### config.mk
export PLATFORM = sky130hd
export DESIGN_NAME = touch_press_detect
export DESIGN_NICKNAME = d
export VERILOG_FILES = /design/src/rtl/touch_pkg.sv /design/src/rtl/touch_edge_classify.sv /design/src/rtl/touch_run_counter.sv /design/src/rtl/touch_press_judge.sv /design/src/rtl/touch_press_detect.sv
export SDC_FILE = /design/constraint.sdc
export NUM_CORES = 1
export LEC_CHECK = 0
export ABC_AREA = 1
export CAP_MARGIN = 10
export CORE_MARGIN = 5
export CORE_UTILIZATION = 43
export DETAILED_ROUTE_END_ITERATION = 10
export GPL_TIMING_DRIVEN = 0
export PLACE_DENSITY = 0.78
export SYNTH_ARGS = -nofsm -noshare
export SYNTH_HDL_FRONTEND = slang
export SYNTH_SLANG_ARGS = --single-unit
### constraint.sdc
create_clock -name clk -period 3.1 [get_ports clk]
set_input_delay 0.31 -clock clk [delete_from_list [all_inputs] [get_ports clk]]
set_output_delay 0.31 -clock clk [all_outputs]
set_load 0.02 [all_outputs]
### src/rtl/touch_pkg.sv
`timescale 1ns/1ps
package touch_pkg;

    localparam int COORD_W = 32;
    localparam int TAG_W   = 8;

    // Coordinate value that signals an untouched panel
    localparam logic [COORD_W-1:0] NO_TOUCH_WORD = 32'h8000_8000;

    typedef enum logic {
        PH_IDLE = 1'b0,
        PH_HELD = 1'b1
    } phase_t;

    // Classification of the current cycle's sample
    typedef struct packed {
        logic on_tag;   // strobed touch sample on the monitored tag
        logic down;     // strobed touch while idle
        logic held;     // strobed touch while a press is running
        logic up;       // strobed no-touch while a press is running
    } poll_class_t;

    // Per-press bookkeeping of the decision logic
    typedef struct packed {
        logic first_hit;  // tag matched on the landing poll
        logic run_alive;  // every poll so far stayed on the tag
        logic long_done;  // long press already reported
    } press_ctx_t;

    typedef struct packed {
        logic pen_down;
        logic pen_up;
        logic short_press;
        logic long_press;
    } press_evt_t;

    function automatic logic coord_is_touch(input logic [COORD_W-1:0] word);
        return word != NO_TOUCH_WORD;
    endfunction

endpackage

### src/rtl/touch_edge_classify.sv
`timescale 1ns/1ps
module touch_edge_classify
    import touch_pkg::*;
(
    input  logic               clk,
    input  logic               rst,
    input  logic               poll_i,
    input  logic [COORD_W-1:0] coord_i,
    input  logic [TAG_W-1:0]   tag_i,
    input  logic [TAG_W-1:0]   watch_i,
    output poll_class_t        cls_o
);

    phase_t phase_q;
    logic   touch_now;
    logic   tag_hit;

    always_comb begin
        touch_now    = coord_is_touch(coord_i);
        tag_hit      = (tag_i == watch_i);
        cls_o.on_tag = poll_i && touch_now && tag_hit;
        cls_o.down   = poll_i && touch_now && (phase_q == PH_IDLE);
        cls_o.held   = poll_i && touch_now && (phase_q == PH_HELD);
        cls_o.up     = poll_i && !touch_now && (phase_q == PH_HELD);
    end

    // Previous-sample state starts as "no touch"
    always_ff @(posedge clk) begin
        if (rst) begin
            phase_q <= PH_IDLE;
        end else if (cls_o.down) begin
            phase_q <= PH_HELD;
        end else if (cls_o.up) begin
            phase_q <= PH_IDLE;
        end
    end


    no_spurious_up_chk: assert property (@(posedge clk) disable iff (rst)
        $past(rst) |-> !cls_o.up);

endmodule

### src/rtl/touch_run_counter.sv
`timescale 1ns/1ps
module touch_run_counter #(
    parameter int W = 16
) (
    input  logic         clk,
    input  logic         rst,
    input  logic         start_i,
    input  logic         seed_i,
    input  logic         step_i,
    output logic [W-1:0] cnt_o,
    output logic [W-1:0] next_o
);

    localparam logic [W-1:0] CNT_MAX = '1;

    logic [W-1:0] cnt_q;

    always_comb begin
        next_o = cnt_q;
        if (start_i) begin
            next_o = {{(W-1){1'b0}}, seed_i};
        end else if (step_i && (cnt_q != CNT_MAX)) begin
            next_o = cnt_q + 1'b1;
        end
    end

    always_ff @(posedge clk) begin
        if (rst) begin
            cnt_q <= '0;
        end else begin
            cnt_q <= next_o;
        end
    end

    assign cnt_o = cnt_q;


    sat_hold_chk: assert property (@(posedge clk) disable iff (rst)
        (!start_i && cnt_q == CNT_MAX) |=> (cnt_q == CNT_MAX));

endmodule

### src/rtl/touch_press_judge.sv
`timescale 1ns/1ps
module touch_press_judge
    import touch_pkg::*;
#(
    parameter int W = 16
) (
    input  logic         clk,
    input  logic         rst,
    input  poll_class_t  cls_i,
    input  logic [W-1:0] tag_next_i,
    input  logic [W-1:0] limit_i,
    input  logic         early_i,
    output logic         run_alive_o,
    output press_evt_t   evt_o
);

    press_ctx_t ctx_q, ctx_d;
    press_evt_t evt_q, evt_d;
    logic       reached;

    always_comb begin
        ctx_d   = ctx_q;
        evt_d   = '0;
        reached = (tag_next_i >= limit_i);
        if (cls_i.down) begin
            evt_d.pen_down  = 1'b1;
            ctx_d.first_hit = cls_i.on_tag;
            ctx_d.run_alive = cls_i.on_tag;
            ctx_d.long_done = 1'b0;
            if (early_i && cls_i.on_tag && reached) begin
                evt_d.long_press = 1'b1;
                ctx_d.long_done  = 1'b1;
            end
        end else if (cls_i.held) begin
            if (!cls_i.on_tag) begin
                ctx_d.run_alive = 1'b0;
            end
            if (early_i && ctx_q.first_hit && !ctx_q.long_done && reached) begin
                evt_d.long_press = 1'b1;
                ctx_d.long_done  = 1'b1;
            end
        end else if (cls_i.up) begin
            evt_d.pen_up = 1'b1;
            if (ctx_q.first_hit) begin
                if (reached) begin
                    evt_d.long_press = !ctx_q.long_done;
                end else begin
                    evt_d.short_press = 1'b1;
                end
            end
        end
    end

    always_ff @(posedge clk) begin
        if (rst) begin
            ctx_q <= '0;
            evt_q <= '0;
        end else begin
            ctx_q <= ctx_d;
            evt_q <= evt_d;
        end
    end

    assign run_alive_o = ctx_q.run_alive;
    assign evt_o       = evt_q;


    excl_class_chk: assert property (@(posedge clk) disable iff (rst)
        !(evt_q.short_press && evt_q.long_press));


    short_at_release_chk: assert property (@(posedge clk) disable iff (rst)
        evt_q.short_press |-> evt_q.pen_up);


    long_at_release_chk: assert property (@(posedge clk) disable iff (rst)
        (evt_q.long_press && !$past(early_i)) |-> evt_q.pen_up);


    one_long_chk: assert property (@(posedge clk) disable iff (rst)
        (ctx_q.long_done && !cls_i.down) |=> !evt_q.long_press);

endmodule

### src/rtl/touch_press_detect.sv
`timescale 1ns/1ps
module touch_press_detect
    import touch_pkg::*;
#(
    parameter int CNT_W = 16
) (
    input  logic             clk,
    input  logic             rst,
    input  logic             poll_valid,
    input  logic [31:0]      coord_in,
    input  logic [7:0]       tag_in,
    input  logic [7:0]       watch_tag,
    input  logic [CNT_W-1:0] long_limit,
    input  logic             early_report,
    output logic             pen_down,
    output logic             pen_up,
    output logic             short_press,
    output logic             long_press,
    output logic [CNT_W-1:0] hold_polls,
    output logic [CNT_W-1:0] tag_polls
);

    poll_class_t      cls;
    press_evt_t       evt;
    logic             run_alive;
    logic [CNT_W-1:0] hold_next;
    logic [CNT_W-1:0] tag_next;

    touch_edge_classify u_classify (
        .clk    (clk),
        .rst    (rst),
        .poll_i (poll_valid),
        .coord_i(coord_in),
        .tag_i  (tag_in),
        .watch_i(watch_tag),
        .cls_o  (cls)
    );

    touch_run_counter #(.W(CNT_W)) u_hold_cnt (
        .clk    (clk),
        .rst    (rst),
        .start_i(cls.down),
        .seed_i (1'b1),
        .step_i (cls.held),
        .cnt_o  (hold_polls),
        .next_o (hold_next)
    );

    touch_run_counter #(.W(CNT_W)) u_tag_cnt (
        .clk    (clk),
        .rst    (rst),
        .start_i(cls.down),
        .seed_i (cls.on_tag),
        .step_i (cls.held && cls.on_tag && run_alive),
        .cnt_o  (tag_polls),
        .next_o (tag_next)
    );

    touch_press_judge #(.W(CNT_W)) u_judge (
        .clk        (clk),
        .rst        (rst),
        .cls_i      (cls),
        .tag_next_i (tag_next),
        .limit_i    (long_limit),
        .early_i    (early_report),
        .run_alive_o(run_alive),
        .evt_o      (evt)
    );

    assign pen_down    = evt.pen_down;
    assign pen_up      = evt.pen_up;
    assign short_press = evt.short_press;
    assign long_press  = evt.long_press;


    tag_le_hold_chk: assert property (@(posedge clk) disable iff (rst)
        tag_next <= hold_next);


    idle_poll_chk: assert property (@(posedge clk) disable iff (rst)
        !poll_valid |=> ($stable(hold_polls) && $stable(tag_polls) &&
                         !pen_down && !pen_up && !short_press && !long_press));

endmodule

# Word level (Yosys, flattened, before mapping)
# Index checks and enable logic that the tools add are counted.
# totals
reg_bits	40
input_bits	68
out_inout_bits	36
# op_classes
reduce_logical	26
addsub	2
eq_ne	5
n_lt_le_gt_ge	1
n_mux	19
bitwise_logic	3
# ops
operator	count
$add 16x1->16 const B	2
$mux 16	2
$ne 16x16->1 const B	2
$ne 32x32->1 const B	1
$ge 16x16->1	1
$logic_and 1x1->1	15
$mux 1	13
$eq 8x8->1	1
$reduce_bool 2->1	4
$mux 2	3
$reduce_or 5->1	1
$reduce_and 2->1	2
$mux 3	1
$not 1->1	3
$reduce_or 3->1	1
$logic_not 1->1	2
$ne 2x2->1 const B	1
$reduce_or 2->1	1

# Logic depth before layout (Yosys ltp)
# depth
depth_word	14
mapped_depth	24
mapped_depth_nobuf	24

# Modules after synthesis
# From an unflattened synthesis, not the netlist that was laid out.
# hier_totals
cells_unflattened	566
hier_area_um2	3294.4
# by_module_without_submodules
mod	instances	area_per_inst_um2	cells_each
touch_run_counter	2	1071.0	179
touch_press_judge	1	681.9	103
touch_edge_classify	1	452.9	101
touch_press_detect	1	17.5	4

# Least setup slack after synthesis
# No wires, ideal clock.
# synth_timing
path_type	register to register
from	reg u_tag_cnt.cnt_q[0], in the netlist u_tag_cnt.cnt_o[0]
to	reg u_judge.evt_q (netlist bit u_judge.evt_o[0])
n_path_buf	1
required_ps	3042
path_stages_with_launch	21
arrival_time_ps	2700
setup_time_ps	58
slack_ps	342
synth_period_minus_slack_ps	2758
path_cell_list	dfxtp_1 > ha_1 > nand3_1 > nor2_1 > and2_4 > nand3_4 > buf_2 > nand3_1 > nand2_1 > nand3_1 > inv_1 > ha_1 > nand2_1 > o21a_1 > o21ai_0 > nand2_1 > nand2_1 > nand4_1 > nand2_1 > nand2_1 > nand2_1
# synth_via
elab_chain_len	10
elab_cells_between_ends	15
cone_classes	add/sub (1); order compare (1); eq/ne (1); mux (9); reduce/logical (3)
# synth_rtl
item	line	source
start, declared	touch_run_counter.sv:16	logic [W-1:0] cnt_q;
start signal, assigned	touch_run_counter.sv:31	cnt_q <= next_o;
parallel branches: the longest is 2 deep, another holds $add 16x1->16	--	
$mux 16 *	touch_run_counter.sv:22	end else if (step_i && (cnt_q != CNT_MAX)) begin
$mux 16 *	touch_run_counter.sv:20	if (start_i) begin
via tag_next[3]	touch_press_detect.sv:27	logic [CNT_W-1:0] tag_next;
$ge 16x16->1 *	touch_press_judge.sv:24	reached = (tag_next_i >= limit_i);
$mux 1	touch_press_judge.sv:45	if (reached) begin
$mux 2	touch_press_judge.sv:44	if (ctx_q.first_hit) begin
$mux 3	touch_press_judge.sv:42	end else if (cls_i.up) begin
$mux 1	touch_press_judge.sv:34	end else if (cls_i.held) begin
$mux 1 *	touch_press_judge.sv:25	if (cls_i.down) begin
end signal, assigned	touch_press_judge.sv:60	evt_q <= evt_d;
end, declared	touch_press_judge.sv:18	press_evt_t evt_q, evt_d;
# Mark *: on every way through the listed nets, which the timed path passes.
# A chain may end at the register's enable or synchronous reset.

# Worst setup path after layout
# Same ends and word-level chain as after synthesis.

==> results by group <==
Pwr
  • Power, Total: 1.20 mW
  • Power Dens Cells: 249 nW/um^2
  • Lkg Pwr: 2.25 nW
  • Worst IR Drop VDD: 230 uV

Clock tree
  • Worst skew pair latency: 0.30 ns
  • Hold_buf cts: 0
  • CTS Buf Count: 5
  • Max Root-Sink Buffers: 2
  • Clock root buffer: clkbuf_8
  • CTS tree: built
  • Worst-path clk slew: 0.09 ns
  • CTS Sinks: 40
  • H-tree levels: 2

Drt
  • Antenna viol nets, final: 0
  • TritonRoute pass-1 iters: 4
  • Post-DR wirelength/cell: 12.2 um
  • DR iter-0 viols: 161
  • # DRC: 0
  • Vias per cell: 4.94
  • Total wire length: 9390 um
  • Vias: 3,794

Setup path
  • Worst-path fanout max: 10
  • Top delay family on crit path: simple AND/OR/NAND/NOR gates
  • CP max stage delay: 0.38 ns
  • Slowest cell on the critical path: dfxtp_4
  • Critical path class: reg -> reg
  • Startpoint Class: flip-flop
  • Crit path top cell by count: nand2_1
  • CP Data Required Time: 3.35 ns
  • Worst path buffer plus inverter count: 2
  • Arr. time, crit path: 3.23 ns
  • Crit path capture type: flip-flop
  • Crit path cell chain: ha_2 -> nand3_1 -> nor2_2 -> and2_4 -> nand3_4 -> buf_4 -> nand4_1 -> nand2_1 -> nand3_2 -> inv_1 -> ha_1 -> nand4_1 -> nor3_2 -> nor2_2 -> o21ai_4 -> nand2_2 -> nand2_4 -> nand4_1 -> nand2_1 -> nand2_1 -> nand2_1

Cells and area
  • Design Area, Final: 4810 um^2
  • # fillers: 646
  • Layout cells sized above 1: 11.8%
  • Ant diodes: 0
  • Final core occ: 65.6%
  • Final #Nets: 754
  • Area grow syn2layout: 46.3%

Die
  • Starting Density: 44.9%
  • I/O pin count: 104
  • Die area: 9500 um^2
  • Die Y: 97.4 um
  • Chip width: 97.4 um
  • CORE AREA: 7330 um^2
  • Rows: 31

STA
  • Final worst path period share: 95.9%
  • Final WS setup: 0.127 ns
  • Hold Fails Final Rpt: 0
  • Final Slew Violations: 0
  • Final setup vio count: 0
  • Hold Slack: 0.451 ns
  • Slew headroom: 60.9%
  • Fmax: 336 MHz
  • Clock Skew: 0.00662 ns
  • Slew at the pin closest to its max-slew limit: 0.587 ns
  • Post-layout min period: 2.97 ns

Run status
  • Status: complete, no violations

Global route
  • Initial antenna violation count: 0
  • All-Layer GR Usage: 18.5%
  • GR Overflow Total: 0
  • First-pass GRT wire length: 15,100 um
  • Vias in the first global route: 3,509
  • Largest net degree at the start of global routing: 15

Logic synthesis
  • Syn. warnings: 0
  • Synth Area per Inst: 6.03 um^2
  • Net Count, Synth: 631
  • Yosys top cell area share: 24.4%
  • Seq/Total Area, Yosys: 24.4%
  • Seq cells post-synth: 40
  • Mapped Area: 3290 um^2
  • Dominant cell type by area after synthesis: dfxtp_1
  • Asr flop ratio synth: 0%
  • Top FF cell, synth: dfxtp_1
  • Synth area leaders: dfxtp_1, nand2_1, inv_1
  • Cells after synthesis: 545
  • Yosys cell types: 38
  • Post-synth EDFFs: 0

Run
  • Max Cap Violations: 0

Placed design
  • I/O Buffers: 102
  • Routability cong.: 0.905
  • Setup WS pre-CTS: -0.466 ns
  • Post-DP HPWL: 7200 um
  • Placed instance area: 4430 um^2

Hold path
  • Worst min path class: in -> reg
==> metal layers <==
layer  GRT usage (%)  wire [um]  vias up  part of all wire (%)
met4            4.58        169        0                   1.8
met3            4.45        543       13                   5.8
met5               0          0        -                     0
met2            33.1       4630      112                    49
met1            22.1       4040     1717                    43
li1                -          -     1952                     -
==> cells in the mapped netlist (4+ instances only) <==
master	count
nand3_1	29
xnor2_1	7
inv_2	5
nor2_1	82
ha_1	18
o21ai_1	6
nor3_1	13
inv_1	105
nand2_1	138
o21a_1	4
dfxtp_1	40
xor2_1	4
a21oi_1	26
nand4_1	25
o21ai_0	8
==> state kept, by name, indices dropped and copies added, names as in the netlist <==
register and cells:
u_judge.ctx_q 2, u_classify.phase_q 1, u_judge.evt_o 4, u_hold_cnt.cnt_o 16, u_tag_cnt.cnt_o 16, u_judge.run_alive_o 1
==> what timing repair did <==
| action | CTS | global route |
|---|---|---|
| endpoints found under the setup margin | 2 | 3 |
| gates resized for setup | 2 | 41 |
| endpoints found under the hold margin | 0 | 0 |
| pin swaps | 0 | 23 |
| setup buffers | 0 | 14 |
==> cells in the final DEF, fill, tap and decap left out, types with 2 or more instances in the layout <==
master	synthesis	layout
inv_2	5	5
dlymetal6s2s_1	0	7
buf_4	1	15
clkbuf_8	0	5
o21ai_1	6	6
xnor2_1	7	7
nand3_4	2	3
nor3_1	13	12
nand2_4	2	3
nor3_2	1	2
clkbuf_1	2	2
ha_1	18	15
nand2_2	3	6
dfxtp_1	40	38
nand2_1	138	134
clkdlybuf4s50_1	0	95
a21oi_2	0	2
nor2_2	1	6
a21oi_1	26	24
nor2_1	82	74
nand3_2	2	4
o21a_1	4	4
o21ai_0	8	7
nor2_4	3	6
ha_4	0	2
xor2_1	4	4
inv_1	105	105
o21bai_1	2	2
nand3_1	29	26
nand4_1	25	25
buf_6	2	3
==> power breakdown <==
group	internal (mW)	leakage [nW]	switching [mW]
Combinational	0.121	1.87	0.104
Sequential	0.517	0.325	0.00571
Clock	0.243	0.0548	0.210
Total	0.881	2.25	0.319
==> area by class of cell <==
| cell class | instances | area, um^2 | share of cell area [%] |
|---|---|---|---|
| multi-input cells | 386 | 2150 | 44.6 |
| plain buffers | 7 | 53.8 | 1.12 |
| flip-flops and latches | 40 | 806 | 16.7 |
| clock inverters | 3 | 46.3 | 0.962 |
| clock buffers | 5 | 68.8 | 1.43 |
| well taps | 99 | 124 | 2.57 |
| inverters | 112 | 423 | 8.79 |
| repair buffers | 116 | 1140 | 23.8 |
==> logic make-up after synthesis <==
| kind of cell | count (synthesis) | synth area share [%] |
|---|---|---|
| and+or+nand+nor | 308 | 43.2 |
| AOI/OAI and AO/OA | 49 | 8.37 |
| buffers and inverters | 119 | 14.3 |
| adders and majority gates | 18 | 6.85 |
| DFF | 40 | 24.4 |
| xor gates and xnor gates | 11 | 2.93 |
==> path summary, 6_finish.rpt <==
| check | start | end | slack [ns] | depth (start not counted) |
|---|---|---|---|---|
| worst max-delay path | u_tag_cnt.cnt_o[0]$_SDFF_PP0_ | u_judge.evt_o[0]$_SDFF_PP0_ | 0.13 | 21 |
| worst min-delay path | rst | u_tag_cnt.cnt_o[0]$_SDFF_PP0_ | 0.45 | 2 |
| worst max register to register | u_tag_cnt.cnt_o[0]$_SDFF_PP0_ | u_judge.evt_o[0]$_SDFF_PP0_ | 0.13 | 21 |
| worst min register to register | u_hold_cnt.cnt_o[15]$_SDFFE_PP0P_ | u_hold_cnt.cnt_o[15]$_SDFFE_PP0P_ | 0.49 | 2 |
==> stage by stage <==
| stage | instances | setup TNS (ns) |
|---|---|---|
| floorplan | 545 | 0 |
| detailed placement | 746 | -1.25 |
| global placement | 746 | -0.886 |
| global route | 768 | -0.0899 |
| finish | 768 | 0 |
| CTS | 754 | 0 |
Power figures use the tool's default switching activity.
